--- config.mk ---
export PLATFORM = sky130hd
export DESIGN_NAME = sysctl_apb_regs
export DESIGN_NICKNAME = d
export VERILOG_FILES = /design/src/rtl/sysctl_pkg.sv /design/src/rtl/sysctl_sync2.sv /design/src/rtl/sysctl_lock_eval.sv /design/src/rtl/sysctl_apb_regs.sv
export SDC_FILE = /design/constraint.sdc
export NUM_CORES = 1
export LEC_CHECK = 0
export CORE_ASPECT_RATIO = 1.75
export CORE_MARGIN = 2
export CORE_UTILIZATION = 47
export CTS_CLUSTER_DIAMETER = 30
export CTS_CLUSTER_SIZE = 25
export DETAILED_ROUTE_END_ITERATION = 8
export PLACE_DENSITY = 0.79
export SLEW_MARGIN = 20
export SYNTH_ARGS = -nofsm -noshare
export SYNTH_HDL_FRONTEND = slang
export SYNTH_HIERARCHICAL = 1
export SYNTH_SLANG_ARGS = --single-unit
export TNS_END_PERCENT = 5
--- constraint.sdc ---
create_clock -name pclk -period 3.3 [get_ports pclk]
set_input_delay 0.495 -clock pclk [delete_from_list [all_inputs] [get_ports pclk]]
set_output_delay 0.495 -clock pclk [all_outputs]
set_load 0.02 [all_outputs]
--- src/rtl/sysctl_pkg.sv ---
`timescale 1ns/1ps
package sysctl_pkg;
  localparam int REG_AW = 12;
  localparam int WORD_W = 32;
  localparam int LANE_W = 8;

  localparam logic [REG_AW-1:0] OFS_USER0 = 12'h000;
  localparam logic [REG_AW-1:0] OFS_USER1 = 12'h004;
  localparam logic [REG_AW-1:0] OFS_LOCK  = 12'h100;
  localparam logic [REG_AW-1:0] OFS_LED   = 12'h104;
  localparam logic [REG_AW-1:0] OFS_SW    = 12'h108;
  localparam logic [REG_AW-1:0] OFS_AUXID = 12'hFF8;
  localparam logic [REG_AW-1:0] OFS_SYSID = 12'hFFC;

  localparam logic [7:0]  USER_COUNT = 8'd2;
  localparam logic [2:0]  PRESENT    = 3'b111;
  localparam logic [7:0]  ID_MAKER   = 8'h41;
  localparam logic [11:0] ID_NUMBER  = 12'h305;

  typedef enum logic [2:0] {
    SEL_NONE, SEL_USER0, SEL_USER1, SEL_LOCK,
    SEL_LED, SEL_SW, SEL_AUXID, SEL_SYSID
  } reg_sel_e;

  function automatic reg_sel_e decode_addr(input logic [REG_AW-1:0] a);
    case (a)
      OFS_USER0: return SEL_USER0;
      OFS_USER1: return SEL_USER1;
      OFS_LOCK:  return SEL_LOCK;
      OFS_LED:   return SEL_LED;
      OFS_SW:    return SEL_SW;
      OFS_AUXID: return SEL_AUXID;
      OFS_SYSID: return SEL_SYSID;
      default:   return SEL_NONE;
    endcase
  endfunction
endpackage

--- src/rtl/sysctl_sync2.sv ---
`timescale 1ns/1ps
module sysctl_sync2 #(
  parameter int W = 8
) (
  input  logic         clk,
  input  logic         rst_n,
  input  logic [W-1:0] d,
  output logic [W-1:0] q
);
  logic [W-1:0] stage1;
  logic [1:0]   age;

  always_ff @(posedge clk) begin
    if (!rst_n) begin
      stage1 <= '0;
      q      <= '0;
      age    <= '0;
    end else begin
      stage1 <= d;
      q      <= stage1;
      if (age != 2'd2) age <= age + 2'd1;
    end
  end

  // output equals the input from two edges earlier once both stages are filled
  p_two_stage_r6: assert property (@(posedge clk) disable iff (!rst_n)
    (age == 2'd2) |-> (q == $past(d, 2)));
endmodule

--- src/rtl/sysctl_lock_eval.sv ---
`timescale 1ns/1ps
module sysctl_lock_eval #(
  parameter int N = 8
) (
  input  logic         clk,
  input  logic         rst_n,
  input  logic [N-1:0] lock_in,
  input  logic [N-1:0] mask,
  output logic         all_locked
);
  logic [N-1:0] lane_ok;

  for (genvar i = 0; i < N; i++) begin : g_lane
    assign lane_ok[i] = lock_in[i] | ~mask[i];
  end

  assign all_locked = &lane_ok;

  p_full_lock_r4: assert property (@(posedge clk) disable iff (!rst_n)
    (&lock_in) |-> all_locked);
  p_no_mask_r4: assert property (@(posedge clk) disable iff (!rst_n)
    (mask == '0) |-> all_locked);
  p_enabled_unlock_r4: assert property (@(posedge clk) disable iff (!rst_n)
    (|(mask & ~lock_in)) |-> !all_locked);
endmodule

--- src/rtl/sysctl_apb_regs.sv ---
`timescale 1ns/1ps
module sysctl_apb_regs
  import sysctl_pkg::*;
#(
  parameter logic [31:0] USER0_RST = 32'hC0DE_0000,
  parameter logic [31:0] USER1_RST = 32'h0000_C0DE,
  parameter logic [7:0]  BUILD_NUM = 8'h01,
  parameter logic [3:0]  VARIANT   = 4'h0,
  parameter logic [3:0]  REVISION  = 4'h1
) (
  input  logic              pclk,
  input  logic              presetn,
  input  logic              psel,
  input  logic              penable,
  input  logic              pwrite,
  input  logic [REG_AW-1:0] paddr,
  input  logic [WORD_W-1:0] pwdata,
  output logic [WORD_W-1:0] prdata,
  output logic              pready,
  output logic              pslverr,
  input  logic [LANE_W-1:0] lock_in,
  output logic [LANE_W-1:0] led_out,
  input  logic [LANE_W-1:0] sw_in
);
  localparam logic [WORD_W-1:0] AUXID_WORD =
    {BUILD_NUM, 8'h00, 5'b00000, PRESENT, USER_COUNT};
  localparam logic [WORD_W-1:0] SYSID_WORD =
    {ID_MAKER, VARIANT, 4'h0, ID_NUMBER, REVISION};

  reg_sel_e          sel;
  logic              wr_en;
  logic [WORD_W-1:0] user0_q, user1_q;
  logic [LANE_W-1:0] mask_q, led_q, sw_sync;
  logic              summary;
  logic [WORD_W-1:0] rd_word;

  assign sel     = decode_addr(paddr);
  assign wr_en   = psel & penable & pwrite;
  assign pready  = 1'b1;
  assign pslverr = 1'b0;
  assign led_out = led_q;

  sysctl_sync2 #(.W(LANE_W)) u_sw_sync (
    .clk(pclk), .rst_n(presetn), .d(sw_in), .q(sw_sync)
  );

  sysctl_lock_eval #(.N(LANE_W)) u_lock (
    .clk(pclk), .rst_n(presetn), .lock_in(lock_in), .mask(mask_q),
    .all_locked(summary)
  );

  always_ff @(posedge pclk) begin
    if (!presetn) begin
      user0_q <= USER0_RST;
      user1_q <= USER1_RST;
      mask_q  <= '1;
      led_q   <= 8'h0F;
    end else if (wr_en) begin
      case (sel)
        SEL_USER0: user0_q <= pwdata;
        SEL_USER1: user1_q <= pwdata;
        SEL_LOCK:  mask_q  <= pwdata[31:24];
        SEL_LED:   led_q   <= pwdata[LANE_W-1:0];
        default: ;
      endcase
    end
  end

  always_comb begin
    case (sel)
      SEL_USER0: rd_word = user0_q;
      SEL_USER1: rd_word = user1_q;
      SEL_LOCK:  rd_word = {mask_q, lock_in, 15'b0, summary};
      SEL_LED:   rd_word = {{(WORD_W-LANE_W){1'b0}}, led_q};
      SEL_SW:    rd_word = {{(WORD_W-LANE_W){1'b0}}, sw_sync};
      SEL_AUXID: rd_word = AUXID_WORD;
      SEL_SYSID: rd_word = SYSID_WORD;
      default:   rd_word = '0;
    endcase
  end

  assign prdata = psel ? rd_word : '0;

  p_led_follow_r5: assert property (@(posedge pclk) disable iff (!presetn)
    (wr_en && sel == SEL_LED) |=> (led_out == $past(pwdata[LANE_W-1:0])));
  p_user_hold_r2: assert property (@(posedge pclk) disable iff (!presetn)
    !(wr_en && sel == SEL_USER0) |=> $stable(user0_q));
  p_setup_nowrite_r10: assert property (@(posedge pclk) disable iff (!presetn)
    (psel && !penable) |=> ($stable(led_q) && $stable(mask_q) && $stable(user1_q)));
  p_lock_layout_r3: assert property (@(posedge pclk) disable iff (!presetn)
    (psel && sel == SEL_LOCK) |-> (prdata[15:1] == 15'b0 && prdata[23:16] == lock_in));
  p_undef_zero_r9: assert property (@(posedge pclk) disable iff (!presetn)
    (psel && sel == SEL_NONE) |-> (prdata == '0));
  p_sysid_maker_r8: assert property (@(posedge pclk) disable iff (!presetn)
    (psel && sel == SEL_SYSID) |-> (prdata[31:24] == 8'h41));
endmodule

==> run summary <==
root buffer cell: clkbuf_16
Die ar.: 10600 sq um
Gate Count Post-Synth: 541
worst r2r path cells: 2
top cell type's share of synthesized area: 41.8%
grt met1 use: 28.1%
Placement Setup Slack: -0.388 ns
Psw: 547 uW
kind of critical path: input port to primary output
GR peak layer: met2
internal power: 1.91 mW
setup tns final: 0 ns
CTS Hold Bufs: 0
global-route wire length before repair: 22700 um
post-DR vias/cell: 5.92
First-pass DRT Iterations: 9
status: complete, no violations
Slew @ Worst Pin: 1.03 ns
# Max-Cap Violations: 0
Sw Ratio: 22.3%
EDFF count, synth: 0
max-slew violation count: 0
Clock Skew: 0.00112 ns
Synth Net Count: 606
clock slew at reported path FFs: 0.06 ns
relative slew slack: 31.6%
clk sink count: 96
worst setup path endpoint: prdata[9]
placer congestion estimate: 0.853
Final WS setup: 0.0268 ns
Final setup viols: 0
Total Wirelength: 14100 um
GR Util met2: 51.9%
register bit total from synthesis: 96
sequential power share: 47.7%
WP data required: 2.80 ns
ANT nets after route: 0
DRT iter0 DRCs: 615
worst r2r src: led_out[4]
Die W: 78.8 um
PwrDens: 391 nW/um^2
combinational power share: 8.2%
DP Cell Count: 769
Tmin final: 3.27 ns
largest fanout on the critical path: 15
RSZ-0062 raised after global routing: true
Area Overhead vs Synth: 36.4%
# DRC: 0
largest net degree at the start of global routing: 121
final period utilization: 99.2%
H-tree depth: 3
share of cells above drive strength 1: 19.5%
CTS tree: done
Clock Path Buffers: 2
CP arrival: 2.78 ns
FF-to-FF End: led_out[4]
worst vdd ir: 0.357 mV
drt wl/cell: 17.9 um
placed wire-length estimate: 9600 um
met3 usage: 5.01%
non-filler instance count after layout: 789
most common cell after layout, fill and taps aside: dfxtp_1
I/O pin count: 107
Nets: 727
post-synthesis cell area: 4600 sq um
Layout Utilization: 66.2%
IO Port Bufs: 104
GR Overflow Total: 0
antenna violations before repair: 0
hold slack: 0.453 ns
CTS buffer count: 9
Main synth FF type: dfxtp_1
number of inserted diodes: 0
P_leak: 2.32 nW
sequential share of the synthesized area: 41.8%
DR vias: 4667
worst setup path start: paddr[8]
core area: 9470 sq um
GR Util All Layers: 27.3%
yosys warns: 6
Critical Path Sink Type: primary output
number of global-route vias before repair: 4768
dominant cell type by area after synthesis: dfxtp_1
Clock Power Share: 44.1%
Unique masters post-synth: 45
final hold violations: 0
Worst Hold Class: flip-flop to flip-flop
most frequent cells in the layout: 96 x dfxtp_1, 72 x nand3_1, 71 x clkdlybuf4s50_1
largest cells by area after synthesis: dfxtp_1 42%, nand3_1 7.9%, mux2i_1 5.4%
Clock Latency Late Sink: 0.34 ns
Mapped Avg Cell Area: 8.50 sq um
R2R setup slack: 2.56 ns
Die Y-Extent: 135 um
# rows: 47
Fmax: 0.306 GHz
Worst setup SP type: input port
initial core utilization: 48.6%
Async SR Flop Fraction: 0%
Yosys cell counts (all sizes together), types with 3 or more instances:
master  count
a21oi      12
o22ai       4
buf        25
inv        17
nor3       11
a31oi       6
nand4       4
nand2      53
nand3      73
a222oi     14
a22oi      19
or3         3
nor4        7
nor2       19
o211ai      8
a21boi     28
dfxtp      96
or4         4
mux2i      25
clkbuf     27
and2       16
o21ai      53
registers in the layout, indices dropped and copies added, names as in the netlist:
register / cells
user0_q: 32
user1_q: 32
led_out: 8
mask_q: 8
u_sw_sync/q: 8
u_sw_sync/stage1: 8
worst max-delay path, cell delays in order:
cell and delay [ns]:
clkdlybuf4s50_1 0.49, or4_4 0.56, nor4_4 0.29, buf_4 0.17
buf_12 0.15, o21ai_1 0.10, o21ai_0 0.17, dlygate4sd1_1 0.33
per-stage QoR:
step / area (sq um) / total power, mW
finish: 6270 / 2.45
global route: 6270 / 2.53
global placement: 6010 / 1.39
floorplan: 4600 / 1.27
detailed placement: 6010 / 1.39
CTS: 6350 / 2.46
power groups by stage:
stage / clock (mW) / combinational, mW / sequential (mW)
4_1_cts: 1.09 / 0.199 / 1.17
3_5_place_dp: 0 / 0.197 / 1.20
2_1_floorplan: 0 / 0.0731 / 1.19
6_report: 1.08 / 0.201 / 1.17
3_3_place_gp: 0 / 0.194 / 1.20
5_1_grt: 1.15 / 0.213 / 1.17
per-layer routing:
layer  part of all wire, %  vias to the layer above  routed length [um]
met4                   4.1                        0                 578
met1                    35                     2191                4990
met3                   6.3                       51                 887
li1                      -                     2204                   -
met2                    54                      221                7640
met5                     0                        -                   0
worst min path at each step:
stage / startpoint / to / slack, ns / cells after the start
after floorplan: u_sw_sync/stage1[0] / u_sw_sync/q[0] / 0.43 / 1
after global placement: u_sw_sync/stage1[1] / u_sw_sync/q[1] / 0.43 / 1
after detailed placement: u_sw_sync/stage1[0] / u_sw_sync/q[0] / 0.43 / 1
after CTS: u_sw_sync/stage1[4] / u_sw_sync/q[4] / 0.45 / 1
after global routing: u_sw_sync/stage1[5] / u_sw_sync/q[5] / 0.46 / 1
final: u_sw_sync/stage1[5] / u_sw_sync/q[5] / 0.45 / 1
cell type report:
type                    count  area (sq um)
clock buffers              11           253
clock inverters             5          61.3
fillers                   778          3200
inverters                  17          63.8
multi-input cells         376          2350
flip-flops and latches     96          1920
well taps                 122           153
repair buffers            162          1460
timing repair:
action,in CTS,in global routing
gates resized for setup,56,47
setup endpoints to repair,32,32
pin swaps,3,1
gates cloned,1,0
setup buffers,2,1
cells by family (layout without fill, tap and decap cells):
| family | after synthesis | count (layout) | synth area share, % |
|---|---|---|---|
| AND/OR/NAND/NOR | 200 | 200 | 23.2 |
| multiplexers | 25 | 25 | 5.44 |
| flip-flops | 96 | 96 | 41.8 |
| XOR/XNOR | 1 | 1 | 0.191 |
| other | 2 | 2 | 0.163 |
| buffers and inverters | 69 | 195 | 7.57 |
| AO/OA/AOI/OAI | 148 | 148 | 21.6 |
No activity file was read; power rests on OpenSTA's default activity.
